==> config.mk <==
export PLATFORM = sky130hd
export DESIGN_NAME = eff_addr_gen
export DESIGN_NICKNAME = d
export VERILOG_FILES = /design/src/rtl/ea_pkg.sv /design/src/rtl/ea_scaler.sv /design/src/rtl/ea_adder.sv /design/src/rtl/ea_ptr_fetch.sv /design/src/rtl/eff_addr_gen.sv
export SDC_FILE = /design/constraint.sdc
export NUM_CORES = 1
export LEC_CHECK = 0
export BUFFER_PORTS_ARGS = -buffer_cell sky130_fd_sc_hd__buf_4
export CAP_MARGIN = 15
export CORE_MARGIN = 4
export CORE_UTILIZATION = 53
export CTS_CLUSTER_SIZE = 25
export DETAILED_ROUTE_END_ITERATION = 7
export GPL_ROUTABILITY_DRIVEN = 0
export PLACE_DENSITY = 0.89
export SYNTH_ARGS = -nofsm -noshare
export SYNTH_HDL_FRONTEND = slang
export SYNTH_SLANG_ARGS = --single-unit
export TNS_END_PERCENT = 50
==> constraint.sdc <==
create_clock -name clk_i -period 6.6 [get_ports clk_i]
set_clock_uncertainty 0.2 [all_clocks]
set_input_delay 1.32 -clock clk_i [delete_from_list [all_inputs] [get_ports clk_i]]
set_output_delay 1.32 -clock clk_i [all_outputs]
set_load 0.1 [all_outputs]
==> src/rtl/ea_pkg.sv <==
package ea_pkg;
  localparam int unsigned ADDR_W = 16;
  localparam int unsigned DATA_W = 8;

  typedef enum logic [2:0] {
    M_ABS      = 3'd0,
    M_REG      = 3'd1,
    M_PTR      = 3'd2,
    M_BASE_IDX = 3'd3,
    M_SP_IDX   = 3'd4,
    M_PC_DISP  = 3'd5,
    M_PTR_IDX  = 3'd6,
    M_RSVD     = 3'd7
  } ea_mode_e;

  typedef enum logic [1:0] {
    B_IMM = 2'd0,
    B_REG = 2'd1,
    B_SP  = 2'd2,
    B_PC  = 2'd3
  } ea_base_e;
endpackage

==> src/rtl/ea_scaler.sv <==
module ea_scaler #(
  parameter int unsigned W      = 16,
  parameter int unsigned CODE_W = 3,
  parameter int unsigned MAX_SH = 4
) (
  input  logic [W-1:0]      val_i,
  input  logic [CODE_W-1:0] code_i,
  output logic [W-1:0]      val_o
);
  logic [W-1:0] shifted [MAX_SH+1];

  for (genvar s = 0; s <= MAX_SH; s++) begin : g_sh
    assign shifted[s] = val_i << s;
  end

  // codes above MAX_SH saturate to the largest shift
  always_comb begin
    val_o = shifted[MAX_SH];
    for (int s = 0; s <= MAX_SH; s++) begin
      if (code_i == CODE_W'(s)) val_o = shifted[s];
    end
  end
endmodule

==> src/rtl/ea_adder.sv <==
module ea_adder #(
  parameter int unsigned W = 16
) (
  input  logic [W-1:0] a_i,
  input  logic [W-1:0] b_i,
  output logic [W-1:0] sum_o
);
  // modulo 2^W, carry dropped
  assign sum_o = a_i + b_i;
endmodule

==> src/rtl/ea_ptr_fetch.sv <==
module ea_ptr_fetch #(
  parameter int unsigned AW = 16,
  parameter int unsigned DW = 8
) (
  input  logic          clk_i,
  input  logic          rst_ni,
  input  logic          go_i,
  input  logic [AW-1:0] loc_i,
  output logic [AW-1:0] mem_addr_o,
  output logic          mem_rd_o,
  input  logic [DW-1:0] mem_rdata_i,
  output logic [AW-1:0] ptr_o,
  output logic          ptr_vld_o,
  output logic          busy_o
);
  localparam int unsigned NB = AW / DW;
  localparam int unsigned CW = (NB > 1) ? $clog2(NB) : 1;

  typedef enum logic [1:0] {F_IDLE, F_RD, F_FIN} fstate_e;

  fstate_e                  state_q;
  logic [CW-1:0]            cnt_q;
  logic [AW-1:0]            loc_q;
  logic [NB-2:0][DW-1:0]    bytes_q;

  always_ff @(posedge clk_i or negedge rst_ni) begin
    if (!rst_ni) begin
      state_q <= F_IDLE;
      cnt_q   <= '0;
      loc_q   <= '0;
      bytes_q <= '0;
    end else begin
      unique case (state_q)
        F_IDLE: if (go_i) begin
          loc_q   <= loc_i;
          cnt_q   <= '0;
          state_q <= F_RD;
        end
        F_RD: begin
          // data for the previous read arrives now
          if (cnt_q != '0) bytes_q[cnt_q - CW'(1)] <= mem_rdata_i;
          if (cnt_q == CW'(NB-1)) state_q <= F_FIN;
          else                    cnt_q   <= cnt_q + CW'(1);
        end
        F_FIN:   state_q <= F_IDLE;
        default: state_q <= F_IDLE;
      endcase
    end
  end

  assign mem_addr_o = loc_q + AW'(cnt_q);
  assign mem_rd_o   = (state_q == F_RD);
  assign ptr_o      = {mem_rdata_i, bytes_q};
  assign ptr_vld_o  = (state_q == F_FIN);
  assign busy_o     = (state_q != F_IDLE);
endmodule

==> src/rtl/eff_addr_gen.sv <==
module eff_addr_gen
  import ea_pkg::*;
#(
  parameter int unsigned AW      = ADDR_W,
  parameter int unsigned DW      = DATA_W,
  parameter int unsigned DISP_W  = 8,
  parameter int unsigned SCALE_W = 3,
  parameter int unsigned MAX_SH  = 4
) (
  input  logic               clk_i,
  input  logic               rst_ni,
  input  logic               start_i,
  input  logic [2:0]         mode_i,
  input  logic [1:0]         base_sel_i,
  input  logic [AW-1:0]      imm_i,
  input  logic [AW-1:0]      reg_base_i,
  input  logic [AW-1:0]      sp_i,
  input  logic [AW-1:0]      pc_i,
  input  logic               idx_sel_i,
  input  logic [AW-1:0]      idx_const_i,
  input  logic [AW-1:0]      idx_reg_i,
  input  logic [SCALE_W-1:0] scale_i,
  input  logic [DISP_W-1:0]  disp_i,
  output logic [AW-1:0]      mem_addr_o,
  output logic               mem_rd_o,
  input  logic [DW-1:0]      mem_rdata_i,
  output logic [AW-1:0]      addr_o,
  output logic               done_o
);
  ea_mode_e      mode;
  ea_base_e      bsel;
  logic [AW-1:0] base_sel_val, idx_val, idx_scaled, disp_ext;
  logic [AW-1:0] base_now, off_now, off_q;
  logic [AW-1:0] add_a, add_b, sum;
  logic [AW-1:0] ptr;
  logic          ind_w, accept_w, busy_w, ptr_vld_w;
  logic [AW-1:0] addr_q;
  logic          done_q;

  assign mode = ea_mode_e'(mode_i);
  assign bsel = ea_base_e'(base_sel_i);

  always_comb begin
    unique case (bsel)
      B_IMM:   base_sel_val = imm_i;
      B_REG:   base_sel_val = reg_base_i;
      B_SP:    base_sel_val = sp_i;
      default: base_sel_val = pc_i;
    endcase
  end

  assign idx_val  = idx_sel_i ? idx_reg_i : idx_const_i;
  assign disp_ext = {{(AW-DISP_W){disp_i[DISP_W-1]}}, disp_i};

  ea_scaler #(.W(AW), .CODE_W(SCALE_W), .MAX_SH(MAX_SH)) i_scaler (
    .val_i  (idx_val),
    .code_i (scale_i),
    .val_o  (idx_scaled)
  );

  always_comb begin
    ind_w    = 1'b0;
    base_now = imm_i;
    off_now  = '0;
    unique case (mode)
      M_ABS:      ;
      M_REG:      base_now = reg_base_i;
      M_PTR:      ind_w = 1'b1;
      M_BASE_IDX: begin base_now = base_sel_val; off_now = idx_scaled; end
      M_SP_IDX:   begin base_now = sp_i;         off_now = idx_scaled; end
      M_PC_DISP:  begin base_now = pc_i;         off_now = disp_ext;   end
      M_PTR_IDX:  begin ind_w = 1'b1;            off_now = idx_scaled; end
      default:    ;
    endcase
  end

  assign accept_w = start_i && !busy_w;

  ea_ptr_fetch #(.AW(AW), .DW(DW)) i_fetch (
    .clk_i       (clk_i),
    .rst_ni      (rst_ni),
    .go_i        (accept_w && ind_w),
    .loc_i       (base_sel_val),
    .mem_addr_o  (mem_addr_o),
    .mem_rd_o    (mem_rd_o),
    .mem_rdata_i (mem_rdata_i),
    .ptr_o       (ptr),
    .ptr_vld_o   (ptr_vld_w),
    .busy_o      (busy_w)
  );

  // one adder shared by the direct path and the post-fetch path
  assign add_a = ptr_vld_w ? ptr   : base_now;
  assign add_b = ptr_vld_w ? off_q : off_now;

  ea_adder #(.W(AW)) i_adder (
    .a_i   (add_a),
    .b_i   (add_b),
    .sum_o (sum)
  );

  always_ff @(posedge clk_i or negedge rst_ni) begin
    if (!rst_ni) begin
      addr_q <= '0;
      done_q <= 1'b0;
      off_q  <= '0;
    end else begin
      done_q <= 1'b0;
      if (ptr_vld_w) begin
        addr_q <= sum;
        done_q <= 1'b1;
      end else if (accept_w) begin
        if (ind_w) begin
          off_q <= off_now;
        end else begin
          addr_q <= sum;
          done_q <= 1'b1;
        end
      end
    end
  end

  assign addr_o = addr_q;
  assign done_o = done_q;
endmodule

Word-level counts from Yosys, hierarchy flattened:

Cells that the tools add are included.
Widths: inputs -> output; s select.

* flip-flop bits (word level): 60
* latch bits: 0
* bits in writable memories: 0
* memory bits (read-only): 0
* output and inout bits: 34
* memories kept: 0

* $add $sub $neg: 4
* multiply operators: 0
* divide/modulo/power cells: 0
* $lt $le $gt $ge: 2
* equality and inequality tests: 17
* shifts and indexed selects: 0
* multiplexer cells: 26
* bitwise logic cells: 1
* reductions and logical operators: 18

Operator list (number)
* $mux 16: 11
* $pmux 16 s4: 1
* $pmux 16 s3: 1
* $pmux 16 s2: 1
* $add 16x1->16: 1
* $add 16x16->16: 1
* $eq 3x2->1 const B: 4
* $eq 3x3->1 const B: 4
* $reduce_and 2->1: 5
* $bwmux 8: 1
* $mux 8: 1
* $eq 3x1->1 const B: 2
* $mux 1: 6
* $ne 2x1->1 const B: 3
* $reduce_bool 2->1: 3
* $eq 2x1->1 const B: 2
* $eq 2x2->1 const B: 2
* $logic_not 2->1: 2
* $mux 2: 2
* $pmux 2 s2: 1
* $logic_and 1x1->1: 3
* $logic_not 3->1: 1
* $reduce_and 3->1: 1
* $reduce_or 3->1: 1
* other kinds (8): 8

Logic depth before layout (Yosys ltp):

* word-level depth: 12
* gate-level depth with buffers: 17
* depth with buffers taken out: 15

By module:

From an unflattened synthesis, not the netlist that was laid out.

* cells, all modules: 646
* area, all modules: 6048.3 um^2

Modules (own cells, without submodules)
* eff_addr_gen: times used 1, cells an instance 369, area each 3368.2 um^2, seq. area each 825.8 um^2
* ea_ptr_fetch: times used 1, cells an instance 111, area each 1416.4 um^2, seq. area each 675.6 um^2
* ea_adder: times used 1, cells an instance 101, area each 745.7 um^2, seq. area each 0.0 um^2
* ea_scaler: times used 1, cells an instance 65, area each 518.0 um^2, seq. area each 0.0 um^2

Worst setup path before layout:

No wires, ideal clock.

* path kind: input-to-reg
* start point: in base_sel_i[0]
* end point: reg addr_q[12], in the netlist addr_o[12]
* arrival: 4.341 ns
* data required time: 6.318 ns
* slack: 1.977 ns
* cell stages on the path: 17
* buffers on the path: 2
* path through: buf_2 > buf_4 > mux4_2 > nand3_1 > a21oi_1 > a311oi_1 > o21ai_0 > ha_1 > inv_1 > fa_1 > nor2b_1 > o21a_1 > o21ai_1 > a21oi_1 > nor3_1 > or4_1 > a31oi_1

* longest elaborated chain between the ends: 8
* elaborated cells on any way between the ends: 10

RTL lines
* start, declared: line eff_addr_gen.sv:14 `input logic [1:0] base_sel_i,`
* $eq 2x2->1 (tied with other cells): line eff_addr_gen.sv:44 `unique case (bsel)`
* $pmux 16 s3 *: line eff_addr_gen.sv:44
* $pmux 16 s4 *: line eff_addr_gen.sv:65 `unique case (mode)`
* $mux 16 *: line eff_addr_gen.sv:93 `assign add_a = ptr_vld_w ? ptr : base_now;`
* $add 16x16->16 *: line ea_adder.sv:9 `assign sum_o = a_i + b_i;`
* $mux 16: line eff_addr_gen.sv:113 `if (ind_w) begin`
* $mux 16: line eff_addr_gen.sv:112 `end else if (accept_w) begin`
* $mux 16 *: line eff_addr_gen.sv:109 `if (ptr_vld_w) begin`
* end signal, assigned: line eff_addr_gen.sv:110 `addr_q <= sum;`
* end signal, assigned: line eff_addr_gen.sv:116 `addr_q <= sum;`
* end, declared: line eff_addr_gen.sv:37 `logic [AW-1:0] addr_q;`

Every way passes the cells marked *; elsewhere a longest branch is shown, timed or not. The select of a mux whose other input is x is not followed.
A chain may end at the register's enable or synchronous reset.

Worst setup path in the final report:

* start point: in mode_i[2]
* end point: reg addr_q[15], in the netlist addr_o[15]

* longest elaborated chain between the ends: 8
* elaborated cells on any way between the ends: 19

RTL lines
* start, declared: line eff_addr_gen.sv:13 `input logic [2:0] mode_i,`
* $eq 3x3->1 / $eq 3x2->1 (equally long branches): line eff_addr_gen.sv:65
* $reduce_or 3->1 (no source line)
* $pmux 16 s2: line eff_addr_gen.sv:65
* $mux 16: line eff_addr_gen.sv:94 `assign add_b = ptr_vld_w ? off_q : off_now;`
* $add 16x16->16: line ea_adder.sv:9
* $mux 16: line eff_addr_gen.sv:113
* $mux 16: line eff_addr_gen.sv:112
* $mux 16: line eff_addr_gen.sv:109

Several ways; a longest one is shown, not always the timed one. The select of a mux whose other input is x is not followed.

==> results.cfg <==
[drt]
drt_wl_total_um = 16760
viasPerCell = 6.240
wl_per_cell_um = 18.89
ant_nets = 0
route.detailed.drc = 0
vias = 5535
dr.first_iter.drc_count = 566
dr.pass1.iters = 7

[yosys]
synthTopCellsByCount = nor2_1, nand2_1, dfrtp_1, mux2_2, o21ai_0
dominantRegCellSynth = dfrtp_1
synth-seq-area-share_pct = 26.95
synth.largest_area_cell = dfrtp_1
yosysUniqueCellTypes = 55
synth.avg_cell_area_um2 = 8.972
yosysWarnings = 0
yosysMostFrequentCell = nor2_1
synthCells = 621
synth-async-reset-ratio_pct = 100.0
synth-seq-cells = 60
synth_area_leaders = dfrtp_1, mux4_2, mux2_2
synth-edff-count = 0
syn_nets = 763
synth_top_cell_area_share_pct = 26.95
synth_area_um2 = 5572

[global_route]
antenna_found_initial = 0
grt_max_degree = 61
grt_pass1_wl_um = 27640
grt_pass1_vias = 5600
overflow = 0
gr-usage-all-layers_pct = 27.07

[sta]
finalSetupViolations = 0
max_freq_mhz = 203.0
min_period_ns = 4.927
fin_hold_ws_ns = 0.2872
finalHoldViolCount = 0
worst_slew_pin_slew_ns = 0.7778
rsz0062_at_grt = no
relSlewSlack_pct = 48.15
period_share_pct = 74.66
final.setup.tns_ns = 0
drv_slew = 0
setup_ws_ns = 1.673

[clock_tree]
clk_path_buf_depth = 2
cts_root_buf = clkbuf_8
clock_latency_ns = 0.35
cts_made_buffers = 9
cts_setup_buffers = 0
cts_tree = yes
cts_hold_buf = 0
clock-sinks = 60
cts_resized = 0
htree_levels = 3
clkTransAtPathRegs_ns = 0.06

[cells_and_area]
num-fill-cells = 794
drive_gt1_share_pct = 35.29
final_nets = 891
fin_cells = 887
syn2layout_area_growth_pct = 24.25
antenna_cells = 0
fin_util_pct = 67.36
final_area_um2 = 6923

[placement]
dp_hpwl_um = 13160
placedCellCount = 874
placed_cell_area_um2 = 6745
port_buffers = 157
place_ws_ns = 1.406

[critical_path]
critPathLaunchType = primary input
worstSetupPathType = primary input to flop
cp-end-kind = flop
crit_fanout = 35
critPathRequiredTime_ns = 6.61
arrival_ns = 4.94

[die]
dieArea_um2 = 12220
std_cell_rows = 37
core_um2 = 10280
die_w_um = 110.5
io_pins = 158
floorplan.initialDensity_pct = 54.21
fp.dieH_um = 110.5

[run_status]
status = finished, final reports clean

[pwr]
vdd.ir_drop.worst_mv = 0.3530
leakage_nw = 3.091
p_total_mw = 2.763
p_per_area_nw_per_um2 = 399.0

[run]
cap_violations = 0

[worst_hold_path]
worstHoldPathType = flop to flop
## flip-flops by register name, indices dropped and copies added, names as in the netlist
name and cells:
addr_o 16, done_o 1, i_fetch.bytes_q 8, i_fetch.cnt_q 1, i_fetch.loc_q 16, i_fetch.state_q 2, off_q 16
## worst paths after layout
kind,end,slack (ns),from,cells after the start
worst max register to register,addr_o[12],2.86,i_fetch.state_q[0],13
worst min register to register,addr_o[0],0.29,addr_o[0],2
worst max-delay path,addr_o[15],1.67,mode_i[2],15
min in group asynchronous,addr_o[2],0.85,rst_ni,1
max in group asynchronous,off_q[14],4.83,rst_ni,1
worst min-delay path,addr_o[0],0.29,addr_o[0],2
## final cells by class
cell class	count	area [µm²]	area share [%]
clock buffer	10	137.6	1.988
timing repair buffer	160	1201	17.35
multi-input combinational	506	3827	55.29
sequential	60	1501	21.69
clock inverter	3	40.04	0.5783
tap	136	170.2	2.458
inverter	12	45.04	0.6506
## layer usage
metal | vias to the layer above | global-route usage, % | wire, µm | share of wire [%]
met5 | - | 0 | 0 | 0
met4 | 0 | 11.08 | 614 | 3.7
met3 | 66 | 4.712 | 1278 | 7.6
met2 | 298 | 45.63 | 8298 | 50
met1 | 2624 | 34.44 | 6564 | 39
li1 | 2547 | - | - | -
## where the power goes
group	switching, mW	internal, mW
sequential	0.116	0.523
clock	0.137	0.177
combinational	1.28	0.533
total	1.53	1.23
## placed cells by master (no fill, tap or decap), drive strengths merged, types with 10 or more instances in the layout
cell / count
mux2: 53
mux2i: 15
clkbuf: 10
inv: 12
mux4: 30
a21oi: 41
buf: 160
dfrtp: 60
xnor2: 17
ha: 17
nand2: 72
nor2: 77
nand3: 13
o21ai: 45
## kinds of logic (layout without fill, tap and decap cells)
logic type	after synthesis	after routing	synth area share, %
compound gates	162	162	19.00
xor+xnor	26	26	4.087
fa+ha+maj	18	18	4.177
buf+inv	55	185	4.514
flops	60	60	26.95
mux	98	98	25.53
simple gates	202	202	15.74
## critical path, stage by stage
cell and delay (ns):
buf_4 0.29, and3b_1 0.29, nor2_1 0.59, nor3_1 0.13
a32o_1 0.32, nor2_1 0.11, nor2_1 0.07, ha_1 0.31
a211oi_2 0.26, nor2_1 0.13, a2111oi_1 0.46, o21bai_1 0.19
o31ai_2 0.22, xnor2_1 0.16, o21ai_1 0.07
Power figures use the tool's default switching activity.
